### config.mk
export PLATFORM = sky130hd
export DESIGN_NAME = wdiv_top
export DESIGN_NICKNAME = d
export VERILOG_FILES = /design/src/rtl/wdiv_pkg.sv /design/src/rtl/wdiv_sign_prep.sv /design/src/rtl/wdiv_core.sv /design/src/rtl/wdiv_fixup.sv /design/src/rtl/wdiv_top.sv
export SDC_FILE = /design/constraint.sdc
export NUM_CORES = 1
export LEC_CHECK = 0
export BUFFER_PORTS_ARGS = -buffer_cell sky130_fd_sc_hd__buf_2
export CAP_MARGIN = 20
export CORE_UTILIZATION = 45
export CTS_BUF_LIST = sky130_fd_sc_hd__clkbuf_2 sky130_fd_sc_hd__clkbuf_4 sky130_fd_sc_hd__clkbuf_8
export CTS_CLUSTER_DIAMETER = 50
export DETAILED_ROUTE_END_ITERATION = 16
export GPL_ROUTABILITY_DRIVEN = 0
export MAX_ROUTING_LAYER = met4
export PLACE_DENSITY = 0.73
export SETUP_SLACK_MARGIN = 0.2
export SLEW_MARGIN = 15
export SYNTH_ARGS = -nofsm -noshare
export SYNTH_HDL_FRONTEND = slang
export SYNTH_SLANG_ARGS = --single-unit
### constraint.sdc
create_clock -name clk -period 11.2 [get_ports clk]
set_clock_uncertainty 0.05 [all_clocks]
set_input_delay 0.56 -clock clk [delete_from_list [all_inputs] [get_ports clk]]
set_output_delay 0.56 -clock clk [all_outputs]
set_load 0.005 [all_outputs]
### src/rtl/wdiv_pkg.sv
// Package: shared encodings for the long-dividend divider.
// Assumes the five-bit flag vector order {X,N,Z,V,C}, msb first.
package wdiv_pkg;
    localparam int FLAG_W = 5;
    localparam int FL_X   = 4;
    localparam int FL_N   = 3;
    localparam int FL_Z   = 2;
    localparam int FL_V   = 1;
    localparam int FL_C   = 0;

    typedef enum logic [1:0] {
        ST_IDLE = 2'd0,
        ST_PREP = 2'd1,
        ST_RUN  = 2'd2,
        ST_FIX  = 2'd3
    } wdiv_state_e;
endpackage

### src/rtl/wdiv_sign_prep.sv
// Module: converts captured operands to unsigned magnitudes.
// Assumes operands are stable registers; purely combinational.
// In unsigned mode the operands pass through and both sign flags are 0.
module wdiv_sign_prep #(
    parameter int W = 32
) (
    input  logic         signed_mode,
    input  logic [W-1:0] dend_hi,
    input  logic [W-1:0] dend_lo,
    input  logic [W-1:0] dvs,
    output logic [W-1:0] mag_hi,
    output logic [W-1:0] mag_lo,
    output logic [W-1:0] mag_dvs,
    output logic         neg_dend,
    output logic         neg_dvs
);
    localparam int DW = 2 * W;

    logic [DW-1:0] dend_full;
    logic [DW-1:0] dend_abs;

    // Record operand signs and form absolute values.
    always_comb begin
        dend_full = {dend_hi, dend_lo};
        neg_dend  = signed_mode & dend_hi[W-1];
        neg_dvs   = signed_mode & dvs[W-1];
        dend_abs  = neg_dend ? (~dend_full + {{(DW-1){1'b0}}, 1'b1}) : dend_full;
        mag_hi    = dend_abs[DW-1:W];
        mag_lo    = dend_abs[W-1:0];
        mag_dvs   = neg_dvs ? (~dvs + {{(W-1){1'b0}}, 1'b1}) : dvs;
    end
endmodule

### src/rtl/wdiv_core.sv
// Module: bit-serial restoring divider of W steps.
// Assumes rem_init < dvs_init (no quotient overflow) and dvs_init != 0.
// After load, each step cycle retires one quotient bit, msb first.
module wdiv_core #(
    parameter int W = 32
) (
    input  logic         clk,
    input  logic         rst_n,
    input  logic         load,
    input  logic         step,
    input  logic [W-1:0] rem_init,
    input  logic [W-1:0] quo_init,
    input  logic [W-1:0] dvs_init,
    output logic [W-1:0] quo,
    output logic [W-1:0] rem,
    output logic         last
);
    localparam int CW = $clog2(W + 1);

    logic [W-1:0]  rem_q;
    logic [W-1:0]  quo_q;
    logic [W-1:0]  dvs_q;
    logic [CW-1:0] cnt_q;
    logic [W:0]    trial;
    logic [W:0]    diff;
    logic          fits;

    // Form one trial subtraction of the shifted partial remainder.
    always_comb begin
        trial = {rem_q, quo_q[W-1]};
        diff  = trial - {1'b0, dvs_q};
        fits  = ~diff[W];
    end

    // Hold partial remainder, dividend/quotient shifter and step count.
    always_ff @(posedge clk) begin
        if (!rst_n) begin
            rem_q <= '0;
            quo_q <= '0;
            dvs_q <= '0;
            cnt_q <= '0;
        end else if (load) begin
            rem_q <= rem_init;
            quo_q <= quo_init;
            dvs_q <= dvs_init;
            cnt_q <= CW'(W);
        end else if (step && cnt_q != '0) begin
            rem_q <= fits ? diff[W-1:0] : trial[W-1:0];
            quo_q <= {quo_q[W-2:0], fits};
            cnt_q <= cnt_q - 1'b1;
        end
    end

    assign quo  = quo_q;
    assign rem  = rem_q;
    assign last = (cnt_q == CW'(1));
endmodule

### src/rtl/wdiv_fixup.sv
// Module: restores signs, checks signed quotient range, builds flags.
// Assumes unsigned magnitudes from a divide that did not overflow.
// Purely combinational; used in the final cycle of a request.
module wdiv_fixup
    import wdiv_pkg::*;
#(
    parameter int W = 32
) (
    input  logic              signed_mode,
    input  logic              neg_dend,
    input  logic              neg_dvs,
    input  logic [W-1:0]      q_mag,
    input  logic [W-1:0]      r_mag,
    input  logic [FLAG_W-1:0] flags_cap,
    output logic [W-1:0]      quo,
    output logic [W-1:0]      rem,
    output logic              range_ovf,
    output logic [FLAG_W-1:0] flags
);
    localparam logic [W-1:0] NEG_LIMIT = {1'b1, {(W-1){1'b0}}};

    logic neg_quo;

    // Apply result signs and detect an out-of-range signed quotient.
    always_comb begin
        neg_quo = signed_mode & (neg_dend ^ neg_dvs);
        if (neg_quo) begin
            range_ovf = (q_mag > NEG_LIMIT);
            quo       = ~q_mag + {{(W-1){1'b0}}, 1'b1};
        end else begin
            range_ovf = signed_mode & q_mag[W-1];
            quo       = q_mag;
        end
        rem = (signed_mode & neg_dend) ? (~r_mag + {{(W-1){1'b0}}, 1'b1}) : r_mag;
    end

    // Build normal-completion flags from the signed quotient.
    always_comb begin
        flags       = '0;
        flags[FL_X] = flags_cap[FL_X];
        flags[FL_N] = quo[W-1];
        flags[FL_Z] = (quo == '0);
    end
endmodule

### src/rtl/wdiv_top.sv
// Module: long-dividend divider, start/done handshake.
// Sequence: IDLE -> PREP (special cases) -> RUN (W steps) -> FIX.
// Assumes start is ignored outside IDLE; outputs hold between completions.
module wdiv_top
    import wdiv_pkg::*;
#(
    parameter int W = 32
) (
    input  logic              clk,
    input  logic              rst_n,
    input  logic              start,
    input  logic              signed_mode,
    input  logic [W-1:0]      dividend_hi,
    input  logic [W-1:0]      dividend_lo,
    input  logic [W-1:0]      divisor,
    input  logic [4:0]        flags_in,
    output logic              busy,
    output logic              done,
    output logic              dz_trap,
    output logic [W-1:0]      quotient,
    output logic [W-1:0]      remainder,
    output logic [4:0]        flags_out
);
    wdiv_state_e       state_q;
    logic [W-1:0]      cap_hi;
    logic [W-1:0]      cap_lo;
    logic [W-1:0]      cap_dvs;
    logic              cap_sgn;
    logic [FLAG_W-1:0] cap_flags;

    logic [W-1:0]      mag_hi;
    logic [W-1:0]      mag_lo;
    logic [W-1:0]      mag_dvs;
    logic              neg_dend;
    logic              neg_dvs;

    logic              go_dz;
    logic              go_ovf;
    logic              go_short;
    logic              core_load;
    logic              core_step;
    logic [W-1:0]      core_quo;
    logic [W-1:0]      core_rem;
    logic              core_last;

    logic              use_short;
    logic [W-1:0]      short_rem;
    logic [W-1:0]      fix_q_mag;
    logic [W-1:0]      fix_r_mag;
    logic [W-1:0]      fx_quo;
    logic [W-1:0]      fx_rem;
    logic              fx_ovf;
    logic [FLAG_W-1:0] fx_flags;
    logic [FLAG_W-1:0] ovf_flags;

    wdiv_sign_prep #(.W(W)) u_prep (
        .signed_mode (cap_sgn),
        .dend_hi     (cap_hi),
        .dend_lo     (cap_lo),
        .dvs         (cap_dvs),
        .mag_hi      (mag_hi),
        .mag_lo      (mag_lo),
        .mag_dvs     (mag_dvs),
        .neg_dend    (neg_dend),
        .neg_dvs     (neg_dvs)
    );

    // Classify the captured request in the PREP cycle.
    always_comb begin
        go_dz     = (cap_dvs == '0);
        go_ovf    = !go_dz && (mag_hi >= mag_dvs);
        go_short  = !go_dz && !go_ovf && (mag_hi == '0) && (mag_lo < mag_dvs);
        core_load = (state_q == ST_PREP) && !go_dz && !go_ovf && !go_short;
        core_step = (state_q == ST_RUN);
    end

    wdiv_core #(.W(W)) u_core (
        .clk      (clk),
        .rst_n    (rst_n),
        .load     (core_load),
        .step     (core_step),
        .rem_init (mag_hi),
        .quo_init (mag_lo),
        .dvs_init (mag_dvs),
        .quo      (core_quo),
        .rem      (core_rem),
        .last     (core_last)
    );

    // Select magnitudes from the shortcut or the iterative core.
    always_comb begin
        fix_q_mag = use_short ? '0 : core_quo;
        fix_r_mag = use_short ? short_rem : core_rem;
    end

    wdiv_fixup #(.W(W)) u_fix (
        .signed_mode (cap_sgn),
        .neg_dend    (neg_dend),
        .neg_dvs     (neg_dvs),
        .q_mag       (fix_q_mag),
        .r_mag       (fix_r_mag),
        .flags_cap   (cap_flags),
        .quo         (fx_quo),
        .rem         (fx_rem),
        .range_ovf   (fx_ovf),
        .flags       (fx_flags)
    );

    // Overflow flags: keep X, N, Z; set V; clear C.
    always_comb begin
        ovf_flags       = cap_flags;
        ovf_flags[FL_V] = 1'b1;
        ovf_flags[FL_C] = 1'b0;
    end

    // Sequence the request and capture operands on an accepted start.
    always_ff @(posedge clk) begin
        if (!rst_n) begin
            state_q   <= ST_IDLE;
            cap_hi    <= '0;
            cap_lo    <= '0;
            cap_dvs   <= '0;
            cap_sgn   <= 1'b0;
            cap_flags <= '0;
            use_short <= 1'b0;
            short_rem <= '0;
        end else begin
            case (state_q)
                ST_IDLE: begin
                    if (start) begin
                        cap_hi    <= dividend_hi;
                        cap_lo    <= dividend_lo;
                        cap_dvs   <= divisor;
                        cap_sgn   <= signed_mode;
                        cap_flags <= flags_in;
                        state_q   <= ST_PREP;
                    end
                end
                ST_PREP: begin
                    use_short <= go_short;
                    short_rem <= mag_lo;
                    if (go_dz || go_ovf) begin
                        state_q <= ST_IDLE;
                    end else if (go_short) begin
                        state_q <= ST_FIX;
                    end else begin
                        state_q <= ST_RUN;
                    end
                end
                ST_RUN: begin
                    if (core_last) begin
                        state_q <= ST_FIX;
                    end
                end
                default: begin
                    state_q <= ST_IDLE;
                end
            endcase
        end
    end

    // Register results and the one-cycle completion strobe.
    always_ff @(posedge clk) begin
        if (!rst_n) begin
            done      <= 1'b0;
            dz_trap   <= 1'b0;
            quotient  <= '0;
            remainder <= '0;
            flags_out <= '0;
        end else begin
            done    <= 1'b0;
            dz_trap <= 1'b0;
            if (state_q == ST_PREP && go_dz) begin
                done      <= 1'b1;
                dz_trap   <= 1'b1;
                quotient  <= cap_lo;
                remainder <= cap_hi;
                flags_out <= cap_flags;
            end else if (state_q == ST_PREP && go_ovf) begin
                done      <= 1'b1;
                quotient  <= cap_lo;
                remainder <= cap_hi;
                flags_out <= ovf_flags;
            end else if (state_q == ST_FIX) begin
                done <= 1'b1;
                if (fx_ovf) begin
                    quotient  <= cap_lo;
                    remainder <= cap_hi;
                    flags_out <= ovf_flags;
                end else begin
                    quotient  <= fx_quo;
                    remainder <= fx_rem;
                    flags_out <= fx_flags;
                end
            end
        end
    end

    assign busy = (state_q != ST_IDLE);
endmodule

==> metrics.txt <==
Adder-Cell Fraction of Synth Area 0.0640; worst vdd ir roughly 0.00013 V; post-route cell area ~23,000 µm²; initial antenna violation count 3; part of the power in registers 0.324; Max-slew headroom 0.204; max frequency ~140 MHz; leakage power about 9 nW; endpoint class of the critical path flop; Starting Density 0.457; ys async rst share 0; Synth Cell Area between 20,000 and 25,000 µm²; max_cap viols 0; # DRC 0; first-pass GRT wire length 112,000 µm; total power ~4.2 mW; Cells after Synth 2,728; final wirelength 73,200 µm; clock group share of total power 0.276; Bufs on Longest Clock Path 3; mean number of vias per cell 6.23; worst skew pair latency 0.66 ns; hold buffer count at cts 0; worst hold path type input port to flop; Max stage delay on crit path 0.88 ns; CTS resizes 0; Placed Cells 3,331; crit-path leading delay family simple AND/OR/NAND/NOR gates; Crit-path slowest cell nor2_1; Most common cell on crit path nand4_1; Tmin final 7.05 ns; # fillers 4,330; pre-CTS setup slack between 4 and 5 ns; RSZ-0062 raised after global routing no; die width roughly 210 µm; Reg clk slew, reported paths ~0.060 ns; post-route core utilization 0.510; H-tree depth reported by CTS 2; final setup violation count 0; drt initial violations around 2,400; setup bufs post-CTS 0; dominant synthesized flop cell dfxtp_1; Non-Filler Instances approximately 3,400; outcome finished clean; Crit path buffers/inverters 2; vias in the first global route 20,000; grt total ovfl 0; largest fanout on the critical path a little under 90; Area Growth Syn to Fin 11.7%; area occupied by multi-input gates 12,900 µm²; total CTS buffers 54; setup_tns 0 ns; Comb power frac 0.400; Unique masters post-synth 80; largest net degree at the start of global routing around 170; Post-synth EDFFs 0; Synth Warn # 0; Synth Register Bits 310; Min Hold Slack 0.0853 ns; Sequential cell area 6210 µm²; Int Pwr around 2.5 mW; final setup margin 4.15 ns; CP required approximately 12 ns; WL/cell between 20 and 25 µm; first-pass detailed-route iteration total 6; largest family of logic cells by synthesized area simple AND/OR/NAND/NOR gates; Sw Share 0.405; detailed placement HPWL 53,200 µm; Final nets approximately 3,000; Mapped Nets 2,936; CP Class flop to flop; compound-gate portion of the synthesized area 0.233; Std-Cell Rows 77; share of layout cells above drive strength 1 0.123; clock sink total 310; mux contribution to synthesized area 0.0247; DR vias 21,400; CTS tree built; placeable core area approximately 44,000 µm²; crit path DAT 7.52 ns; post-synthesis sequential area ratio 0.306; Die Height 214 µm; switching pwr 1.69 mW; full die area 45,900 µm²; Detail Route Antenna Nets 0; Avg Cell Area, Syn 7.43 µm²; number of placed I/O pins 177; final worst-path cycle share 0.629; final count of hold timing violations 0; Placed Area about 21,000 µm²; CP Cell Sequence nor4_2 > nand4_1 > nor2_1 > nand2_1 > o41ai_2 > xnor2_1 > ha_1 > nand4_1 > nor3_1 > or4b_2 > a311oi_1 > or2_2 > nand2b_1 > inv_1 > o31ai_4 > buf_4 > mux2_2 > o21a_1; root buf cell clkbuf_8; Port-buffer cells 176; Pins Over Slew Limit 0; worst slew pin tran ~1.2 ns; Total GRT Usage 0.317; PwrDens 184 nW/µm²; Synth Area in XOR/XNOR 0.0692; Post-Synth Simple-Gate Area 0.243; CP startpoint kind flop
-- metal layers --
layer,track usage,wire length [µm],up-vias,part of all wire
met2,0.476,32000,1251,0.44
met5,-,0,-,0
met1,0.382,28600,9972,0.39
met4,0.197,4720,0,0.064
met3,0.0760,7880,309,0.11
li1,-,-,9834,-
-- layout by cell type (no fill, tap or decap), types with 73 or more instances in the layout --
cell / instances
nor2_1: 221
nand2_1: 416
clkbuf_8: 75
inv_1: 104
buf_2: 176
o21ai_0: 97
dfxtp_1: 309
a211oi_1: 77
xnor2_1: 97
a21oi_1: 312
nor3_1: 73
ha_1: 102
-- registers in the layout (all words and copies together), names as in the netlist --
register,cells
cap_dvs,32
cap_flags,5
cap_hi,32
cap_lo,32
cap_sgn,1
done,1
dz_trap,1
flags_out,5
quotient,32
remainder,32
short_rem,32
state_q,2
u_core.cnt_q,6
u_core.dvs_q,32
u_core.quo,32
u_core.rem,32
use_short,1
-- worst register-to-register path: stages (launching register included) --
cell and delay, ns:
dfxtp_1 0.38, nor4_2 0.53, nand4_1 0.67, nor2_1 0.89, nand2_1 0.25, o41ai_2 0.36, xnor2_1 0.17, ha_1 0.34
nand4_1 0.13, nor3_1 0.24, or4b_2 0.60, a311oi_1 0.29, or2_2 0.29, nand2b_1 0.20, inv_1 0.17, o31ai_4 0.10
buf_4 0.68, mux2_2 0.43, o21a_1 0.16
-- layout make-up --
cell class,count,area share
Antenna cell,3,0.000332
Clock buffer,85,0.0490
Clock inverter,13,0.00459
Inverter,106,0.0179
Multi-Input combinational cell,2116,0.572
Sequential cell,310,0.275
Tap cell,592,0.0327
Timing Repair Buffer,207,0.0492
-- cells in the mapped netlist (all sizes together) (19+ instances only) --
| cell | n | area, µm² |
|---|---|---|
| nand2 | 419 | 1580 |
| a21oi | 312 | 1560 |
| dfxtp | 310 | 6210 |
| nor2 | 223 | 837 |
| clkbuf | 167 | 627 |
| inv | 104 | 390 |
| ha | 102 | 1280 |
| o21ai | 98 | 490 |
| xnor2 | 97 | 850 |
| a211oi | 79 | 598 |
| nor3 | 75 | 385 |
| nand3 | 70 | 350 |
| xor2 | 63 | 552 |
| a31oi | 54 | 338 |
| and2 | 46 | 288 |
| mux2i | 41 | 410 |
| nand4 | 37 | 231 |
| nor4 | 33 | 225 |
| nand2b | 31 | 194 |
| buf | 29 | 170 |
| o31ai | 27 | 216 |
| or3 | 26 | 168 |
| o211ai | 20 | 150 |
| o21a | 19 | 143 |
-- power by group through the flow --
stage,logic [mW],registers [mW],clock network (mW)
6_report,1.66,1.35,1.15
5_1_grt,1.81,1.36,1.21
4_1_cts,1.62,1.34,1.16
3_5_place_dp,1.60,1.37,0
3_3_place_gp,1.56,1.36,0
2_1_floorplan,1.20,1.31,0
-- logic make-up after synthesis --
family | Yosys count
AO/OA/AOI/OAI | 751
XOR/XNOR | 160
adder cells (fa/ha/maj) | 103
buffers and inverters | 302
flip-flops | 310
multiplexers | 49
AND/OR/NAND/NOR | 1053
-- worst paths after layout --
path                   from              to  slack, ns  depth (start not counted)
min reg2reg    cap_flags[1]    cap_flags[1]       0.41                          2
min          dividend_hi[0]       cap_hi[0]       0.09                          3
max reg2reg       cap_lo[4]  u_core.rem[21]       4.15                         18
max               cap_lo[4]  u_core.rem[21]       4.15                         18
Note: power is estimated with default switching activity, not from simulation.
